--- src/rtl/srps_pkg.sv ---
`timescale 1ns/1ps
package srps_pkg;

    typedef struct packed {
        logic ras_n;
        logic cas_n;
        logic we_n;
        logic cke;
        logic a10;
    } srps_pins_t;

    typedef enum logic [2:0] {
        SQ_IDLE,
        SQ_ACC,
        SQ_WAIT,
        SQ_PD,
        SQ_SR
    } srps_state_e;

    function automatic srps_pins_t pins_nop(input logic cke);
        srps_pins_t p;
        p.ras_n = 1'b1;
        p.cas_n = 1'b1;
        p.we_n  = 1'b1;
        p.cke   = cke;
        p.a10   = 1'b0;
        return p;
    endfunction

    // Refresh command; CKE low turns it into self-refresh entry.
    function automatic srps_pins_t pins_ref(input logic cke);
        srps_pins_t p;
        p.ras_n = 1'b0;
        p.cas_n = 1'b0;
        p.we_n  = 1'b1;
        p.cke   = cke;
        p.a10   = 1'b0;
        return p;
    endfunction

    function automatic srps_pins_t pins_prea();
        srps_pins_t p;
        p.ras_n = 1'b0;
        p.cas_n = 1'b1;
        p.we_n  = 1'b0;
        p.cke   = 1'b1;
        p.a10   = 1'b1;
        return p;
    endfunction

endpackage

--- src/rtl/srps_wait_ctr.sv ---
`timescale 1ns/1ps
module srps_wait_ctr #(
    parameter int WIDTH = 3
) (
    input  logic             clk,
    input  logic             rst_n,
    input  logic             load,
    input  logic [WIDTH-1:0] load_val,
    output logic             done
);
    typedef struct packed {
        logic [WIDTH-1:0] cnt;
    } wc_reg_t;

    wc_reg_t q, d;

    always_comb begin
        d = q;
        if (load) begin
            d.cnt = load_val;
        end else if (q.cnt != '0) begin
            d.cnt = q.cnt - 1'b1;
        end
    end

    always_ff @(posedge clk) begin
        if (!rst_n) q <= '0;
        else        q <= d;
    end

    assign done = (q.cnt == '0);

    // The sequencer only starts a new gap once the previous one has run out.
    assert_reload_idle_R3: assert property (@(posedge clk) disable iff (!rst_n)
        load |-> (q.cnt == '0));

endmodule

--- src/rtl/srps_ref_timer.sv ---
`timescale 1ns/1ps
module srps_ref_timer #(
    parameter int T_REFI   = 780,
    parameter int MAX_DEBT = 8
) (
    input  logic clk,
    input  logic rst_n,
    input  logic hold,
    input  logic consume,
    output logic pending
);
    localparam int CW = (T_REFI > 2) ? $clog2(T_REFI) : 1;
    localparam int DW = $clog2(MAX_DEBT + 1);
    localparam logic [CW-1:0] LAST = CW'(T_REFI - 1);
    localparam logic [DW-1:0] FULL = DW'(MAX_DEBT);

    typedef struct packed {
        logic [CW-1:0] cnt;
        logic [DW-1:0] debt;
    } tm_reg_t;

    tm_reg_t q, d;
    logic    tick;
    logic    add;

    always_comb begin
        d    = q;
        tick = !hold && (q.cnt == LAST);
        // A full debt still accepts a new due point if one leaves this cycle.
        add  = tick && ((q.debt != FULL) || consume);
        if (hold) begin
            d.cnt  = '0;
            d.debt = '0;
        end else begin
            d.cnt  = tick ? '0 : q.cnt + 1'b1;
            d.debt = q.debt - DW'(consume) + DW'(add);
        end
    end

    always_ff @(posedge clk) begin
        if (!rst_n) q <= '0;
        else        q <= d;
    end

    assign pending = (q.debt != '0);

    assert_debt_cap_R5: assert property (@(posedge clk) disable iff (!rst_n)
        q.debt <= FULL);

    assert_consume_owed_R5: assert property (@(posedge clk) disable iff (!rst_n)
        consume |-> (q.debt != '0));

    assert_hold_clears_R11: assert property (@(posedge clk) disable iff (!rst_n)
        $past(hold) |-> (q.debt == '0));

endmodule

--- src/rtl/srps_fsm.sv ---
`timescale 1ns/1ps
module srps_fsm
    import srps_pkg::*;
#(
    parameter int T_RC = 7,
    parameter int T_RP = 3,
    parameter int WW   = 3
) (
    input  logic          clk,
    input  logic          rst_n,
    input  logic          acc_req,
    input  logic          bank_open,
    input  logic          pd_req,
    input  logic          sr_req,
    input  logic          pending,
    input  logic          wait_done,
    output logic          consume,
    output logic          in_sr,
    output logic          wload,
    output logic [WW-1:0] wval,
    output logic          acc_gnt,
    output logic          busy,
    output srps_pins_t    pins
);
    // Gap counter reload values: the counter and the return to idle add two cycles.
    localparam logic [WW-1:0] LD_RC = WW'(T_RC - 2);
    localparam logic [WW-1:0] LD_RP = WW'(T_RP - 2);

    typedef struct packed {
        srps_state_e state;
        srps_pins_t  pins;
        logic        pa;
    } fsm_reg_t;

    fsm_reg_t q, d;
    logic     open_eff;

    assign open_eff = bank_open && !q.pa;

    always_comb begin
        d       = q;
        d.pins  = pins_nop(q.pins.cke);
        consume = 1'b0;
        wload   = 1'b0;
        wval    = '0;
        case (q.state)
            SQ_IDLE: begin
                if (pending) begin
                    wload   = 1'b1;
                    d.state = SQ_WAIT;
                    if (open_eff) begin
                        d.pins = pins_prea();
                        d.pa   = 1'b1;
                        wval   = LD_RP;
                    end else begin
                        d.pins  = pins_ref(1'b1);
                        consume = 1'b1;
                        wval    = LD_RC;
                    end
                end else if (acc_req) begin
                    d.state = SQ_ACC;
                    d.pa    = 1'b0;
                end else if (sr_req || pd_req) begin
                    if (open_eff) begin
                        d.pins  = pins_prea();
                        d.pa    = 1'b1;
                        wload   = 1'b1;
                        wval    = LD_RP;
                        d.state = SQ_WAIT;
                    end else if (sr_req) begin
                        d.pins  = pins_ref(1'b0);
                        d.state = SQ_SR;
                    end else begin
                        d.pins.cke = 1'b0;
                        d.state    = SQ_PD;
                    end
                end
            end
            SQ_ACC: begin
                if (!acc_req) d.state = SQ_IDLE;
            end
            SQ_WAIT: begin
                if (wait_done) d.state = SQ_IDLE;
            end
            SQ_PD: begin
                if (pending || !pd_req) begin
                    d.pins.cke = 1'b1;
                    d.state    = SQ_IDLE;
                end
            end
            SQ_SR: begin
                if (!sr_req) begin
                    d.pins.cke = 1'b1;
                    wload      = 1'b1;
                    wval       = LD_RC;
                    d.state    = SQ_WAIT;
                end
            end
            default: d.state = SQ_IDLE;
        endcase
    end

    always_ff @(posedge clk) begin
        if (!rst_n) begin
            q.state <= SQ_IDLE;
            q.pins  <= pins_nop(1'b1);
            q.pa    <= 1'b0;
        end else begin
            q <= d;
        end
    end

    assign pins    = q.pins;
    assign in_sr   = (q.state == SQ_SR);
    assign acc_gnt = acc_req && ((q.state == SQ_ACC) || ((q.state == SQ_IDLE) && !pending));
    assign busy    = pending || !((q.state == SQ_IDLE) || (q.state == SQ_ACC));

    assert_ref_with_cke_R2: assert property (@(posedge clk) disable iff (!rst_n)
        (!q.pins.ras_n && !q.pins.cas_n && q.pins.we_n && q.pins.cke) |-> $past(q.pins.cke));

    assert_no_gnt_on_ref_R3: assert property (@(posedge clk) disable iff (!rst_n)
        (!q.pins.ras_n && !q.pins.cas_n && q.pins.cke) |-> !acc_gnt);

    assert_prea_all_banks_R6: assert property (@(posedge clk) disable iff (!rst_n)
        (!q.pins.ras_n && q.pins.cas_n && !q.pins.we_n) |-> q.pins.a10);

    assert_quiet_while_low_R8: assert property (@(posedge clk) disable iff (!rst_n)
        (!q.pins.cke && !$past(q.pins.cke)) |-> (q.pins.ras_n && q.pins.cas_n && q.pins.we_n));

    assert_sref_enters_sr_R9: assert property (@(posedge clk) disable iff (!rst_n)
        (!q.pins.ras_n && !q.pins.cas_n && !q.pins.cke) |-> in_sr);

    assert_no_gnt_when_low_R7: assert property (@(posedge clk) disable iff (!rst_n)
        !q.pins.cke |-> !acc_gnt);

endmodule

--- src/rtl/sdram_pwr_seq.sv ---
`timescale 1ns/1ps
module sdram_pwr_seq
    import srps_pkg::*;
#(
    parameter int T_REFI   = 780,
    parameter int T_RC     = 7,
    parameter int T_RP     = 3,
    parameter int MAX_DEBT = 8
) (
    input  logic clk,
    input  logic rst_n,
    input  logic acc_req,
    input  logic bank_open,
    input  logic pd_req,
    input  logic sr_req,
    output logic acc_gnt,
    output logic busy,
    output logic sd_ras_n,
    output logic sd_cas_n,
    output logic sd_we_n,
    output logic sd_cke,
    output logic sd_a10
);
    localparam int WMAX = (T_RC > T_RP) ? T_RC : T_RP;
    localparam int WW   = (WMAX > 2) ? $clog2(WMAX) : 1;

    logic          pending;
    logic          consume;
    logic          in_sr;
    logic          wload;
    logic [WW-1:0] wval;
    logic          wait_done;
    srps_pins_t    pins;

    srps_ref_timer #(
        .T_REFI   (T_REFI),
        .MAX_DEBT (MAX_DEBT)
    ) u_timer (
        .clk     (clk),
        .rst_n   (rst_n),
        .hold    (in_sr),
        .consume (consume),
        .pending (pending)
    );

    srps_wait_ctr #(
        .WIDTH (WW)
    ) u_gap (
        .clk      (clk),
        .rst_n    (rst_n),
        .load     (wload),
        .load_val (wval),
        .done     (wait_done)
    );

    srps_fsm #(
        .T_RC (T_RC),
        .T_RP (T_RP),
        .WW   (WW)
    ) u_fsm (
        .clk       (clk),
        .rst_n     (rst_n),
        .acc_req   (acc_req),
        .bank_open (bank_open),
        .pd_req    (pd_req),
        .sr_req    (sr_req),
        .pending   (pending),
        .wait_done (wait_done),
        .consume   (consume),
        .in_sr     (in_sr),
        .wload     (wload),
        .wval      (wval),
        .acc_gnt   (acc_gnt),
        .busy      (busy),
        .pins      (pins)
    );

    assign sd_ras_n = pins.ras_n;
    assign sd_cas_n = pins.cas_n;
    assign sd_we_n  = pins.we_n;
    assign sd_cke   = pins.cke;
    assign sd_a10   = pins.a10;

endmodule

--- config.mk ---
export PLATFORM = sky130hd
export DESIGN_NAME = sdram_pwr_seq
export DESIGN_NICKNAME = d
export VERILOG_FILES = /design/src/rtl/srps_pkg.sv /design/src/rtl/srps_wait_ctr.sv /design/src/rtl/srps_ref_timer.sv /design/src/rtl/srps_fsm.sv /design/src/rtl/sdram_pwr_seq.sv
export SDC_FILE = /design/constraint.sdc
export NUM_CORES = 1
export LEC_CHECK = 0
export ABC_AREA = 1
export BUFFER_PORTS_ARGS = -buffer_cell sky130_fd_sc_hd__buf_2
export CAP_MARGIN = 20
export CELL_PAD_IN_SITES_DETAIL_PLACEMENT = 0
export CELL_PAD_IN_SITES_GLOBAL_PLACEMENT = 1
export CORE_MARGIN = 4
export CORE_UTILIZATION = 45
export CTS_CLUSTER_SIZE = 14
export DETAILED_ROUTE_END_ITERATION = 10
export GPL_ROUTABILITY_DRIVEN = 1
export PLACE_DENSITY_LB_ADDON = 0.1
export SYNTH_ARGS = -nofsm -noshare
export SYNTH_HDL_FRONTEND = slang
export SYNTH_SLANG_ARGS = --single-unit
--- constraint.sdc ---
create_clock -name clk -period 5.4 [get_ports clk]
set_clock_uncertainty 0.05 [all_clocks]
set_input_delay 0 -clock clk [delete_from_list [all_inputs] [get_ports clk]]
set_output_delay 0 -clock clk [all_outputs]
set_load 0.01 [all_outputs]
==> results.ini <==
[timing]
max_slew_margin_pct = 81.80
final_max_slew_viol_count = 0
tns_ns = 0
tightest_slew_ns = 0.2726
rsz0062_at_grt = false
holdWs_ns = 0.1077
setup_viol = 0
fmax_ghz = 0.4261
post-route-period-util_pct = 43.46
hold_viol = 0
fin_crit_ns = 2.347
setup_ws_ns = 3.053

[routing]
vias = 1307
post_drt_wl_per_cell_um = 10.47
routed_wl_um = 2859
drtIter0Drc = 42
dr.pass1.iters = 4
antenna_left = 0
drc = 0
vias_per_cell = 4.788

[logic_synthesis]
syn_area_um2 = 1499
syn-instance-count = 209
synth_area_leaders = dfxtp_1 35%, nand2_1 9.5%, nor2_1 8.3%
ys_types = 22
synth_area_per_cell_um2 = 7.172
synthDominantCellAreaShare_pct = 34.72
synth_commonest_cells = 38 x nand2_1, 33 x nor2_1, 29 x inv_1, 26 x dfxtp_1, 14 x nand3_1
synth_edf_count = 0
yosysTopAreaCell = dfxtp_1
yosys_register_bits = 26
synthMostInstantiatedCell = nand2_1
ys_async_sr_fraction_pct = 0
yosysSeqAreaShare_pct = 34.72
synth-main-ff-cell = dfxtp_1
ys.warnings.count = 0
synth_nets = 225

[pwr]
powerDensity_nw_per_um2 = 507.5
vdd_drop_max_v = 0.0002396
p_leak_nw = 0.8021

[placed_design]
io_buffers = 12
globalplace.congestion = 0.9005
dp_hpwl_um = 2301
dp_slack_ns = 3.085
placed_cells = 265

[min_path]
hold_start = pd_req
min_path_type = input pin to register

[clock_tree]
cts_setup_buffers = 0
root_buffer = clkbuf_4
cts_sinks = 26
ctsResizeCount = 0
tritoncts = yes
clk_pin_slew_worst_paths_ns = 0.13
htree_levels = 1
postCtsHoldBufs = 4
clk_latency_ns = 0.32
cts_buffer_depth = 2
numCtsBuffers = 3

[floorplan]
core_area_um2 = 3128
die_area_um2 = 4318
initial_utilization_pct = 47.92
num_io_pins = 13
die_w_um = 65.72
row_count = 20
fp.dieH_um = 65.72

[critical_path]
cp-endpoint = u_timer.q[2]$_SDFF_PP0_
rr_worst_depth = 12
cp-end-kind = register
r2r_start = u_timer.q[2]$_SDFF_PP0_
startpoint_type = register
critPathRequiredTime_ns = 5.57
r2r_slack_ns = 3.05
crit_type = register to register
r2r_end = u_timer.q[2]$_SDFF_PP0_
arrival_ns = 2.52
crit_fanout = 9
startpoint = u_timer.q[2]$_SDFF_PP0_

[grt]
overflow = 0
grt.total_usage_pct = 14.83
grt_max_degree = 16
grt_pass1_wl_um = 5112
grt_pass1_vias = 1274
antenna_found_initial = 0

[finish]
drive_above_1_share_pct = 18.78
antenna_cells = 0
n_fill_cell = 319
syn_to_final_growth_pct = 13.86
fin_util_pct = 54.56
finalNonFillerCells = 273
nNetsFinal = 246

[outcome]
outcome = completed

[flow_run]
cap_viol_max_count = 0

routing by layer:
| metal | up-vias | GRT usage [%] | share of wire (%) | routed length [um] |
|---|---|---|---|---|
| met1 | 591 | 17.78 | 46 | 1308 |
| met3 | 2 | 2.051 | 2.7 | 76 |
| met5 | - | 0 | 0 | 0 |
| met2 | 16 | 26.91 | 51 | 1452 |
| met4 | 0 | 4.663 | 0.73 | 21 |
| li1 | 698 | - | - | - |
kinds of logic (layout without fill, tap and decap cells):
| kind of cell | after synthesis | after routing | synth area share [%] |
|---|---|---|---|
| simple gates | 114 | 114 | 37.31 |
| flops | 26 | 26 | 34.72 |
| compound gates | 18 | 18 | 6.511 |
| xor+xnor | 7 | 7 | 4.090 |
| fa+ha+maj | 10 | 10 | 8.848 |
| buf+inv | 34 | 54 | 8.514 |
stage by stage:
stage,total power [W],area [um^2]
finish,0.0008661,1707
global route,0.0009605,1707
CTS,0.0008803,1707
detailed placement,0.0007423,1614
global placement,0.0007294,1614
floorplan,0.0006376,1499
critical path: stages, from the launching register on:
cell	delay [ns]
dfxtp_1	0.33
inv_1	0.06
ha_1	0.21
nand2_2	0.20
nand2_1	0.14
nor2_2	0.16
ha_1	0.25
inv_1	0.06
ha_1	0.17
inv_1	0.05
fa_1	0.37
xor2_1	0.16
nor2_1	0.06
power by group:
part | internal, W | total (W) | switching, W
registers | 0.000240 | 0.000271 | 0.0000313
clock network | 0.0000750 | 0.000132 | 0.0000569
logic | 0.000177 | 0.000463 | 0.000286
total | 0.000492 | 0.000866 | 0.000374
worst min-delay path by stage:
| stage | endpoint | cells past startpoint |
|---|---|---|
| after floorplan | u_fsm.pins[1]$_SDFFE_PN1P_ | 1 |
| after global placement | u_fsm.pins[1]$_SDFFE_PN1P_ | 2 |
| after detailed placement | u_fsm.pins[1]$_SDFFE_PN1P_ | 2 |
| after CTS | u_fsm.pins[4]$_SDFF_PN1_ | 4 |
| after global routing | u_fsm.pins[4]$_SDFF_PN1_ | 4 |
| final | u_fsm.pins[4]$_SDFF_PN1_ | 4 |
cell type report:
class | count | area (um^2) | share of cell area [%]
tap | 44 | 55.05 | 3.226
inverter | 34 | 127.6 | 7.478
multi-input combinational | 149 | 850.8 | 49.85
clock buffer | 3 | 22.52 | 1.320
clock inverter | 1 | 30.03 | 1.760
sequential | 26 | 520.5 | 30.50
timing repair buffer | 16 | 100.1 | 5.865
cells in the final DEF, fill, tap and decap left out, drive strengths merged, types with 7 or more instances in the layout:
master  synthesis  layout
xor2            7       7
nor2           43      43
nand2          43      43
nand3          16      16
ha              9       9
a21oi          11      11
buf             0      12
o21ai           7       7
inv            34      34
dfxtp          26      26
registers in the layout (all words and copies together), names as in the netlist:
register and cells:
u_timer.q 14, u_fsm.q 4, u_fsm.pins 5, u_gap.q 3
Note: power is estimated with default switching activity, not from simulation.
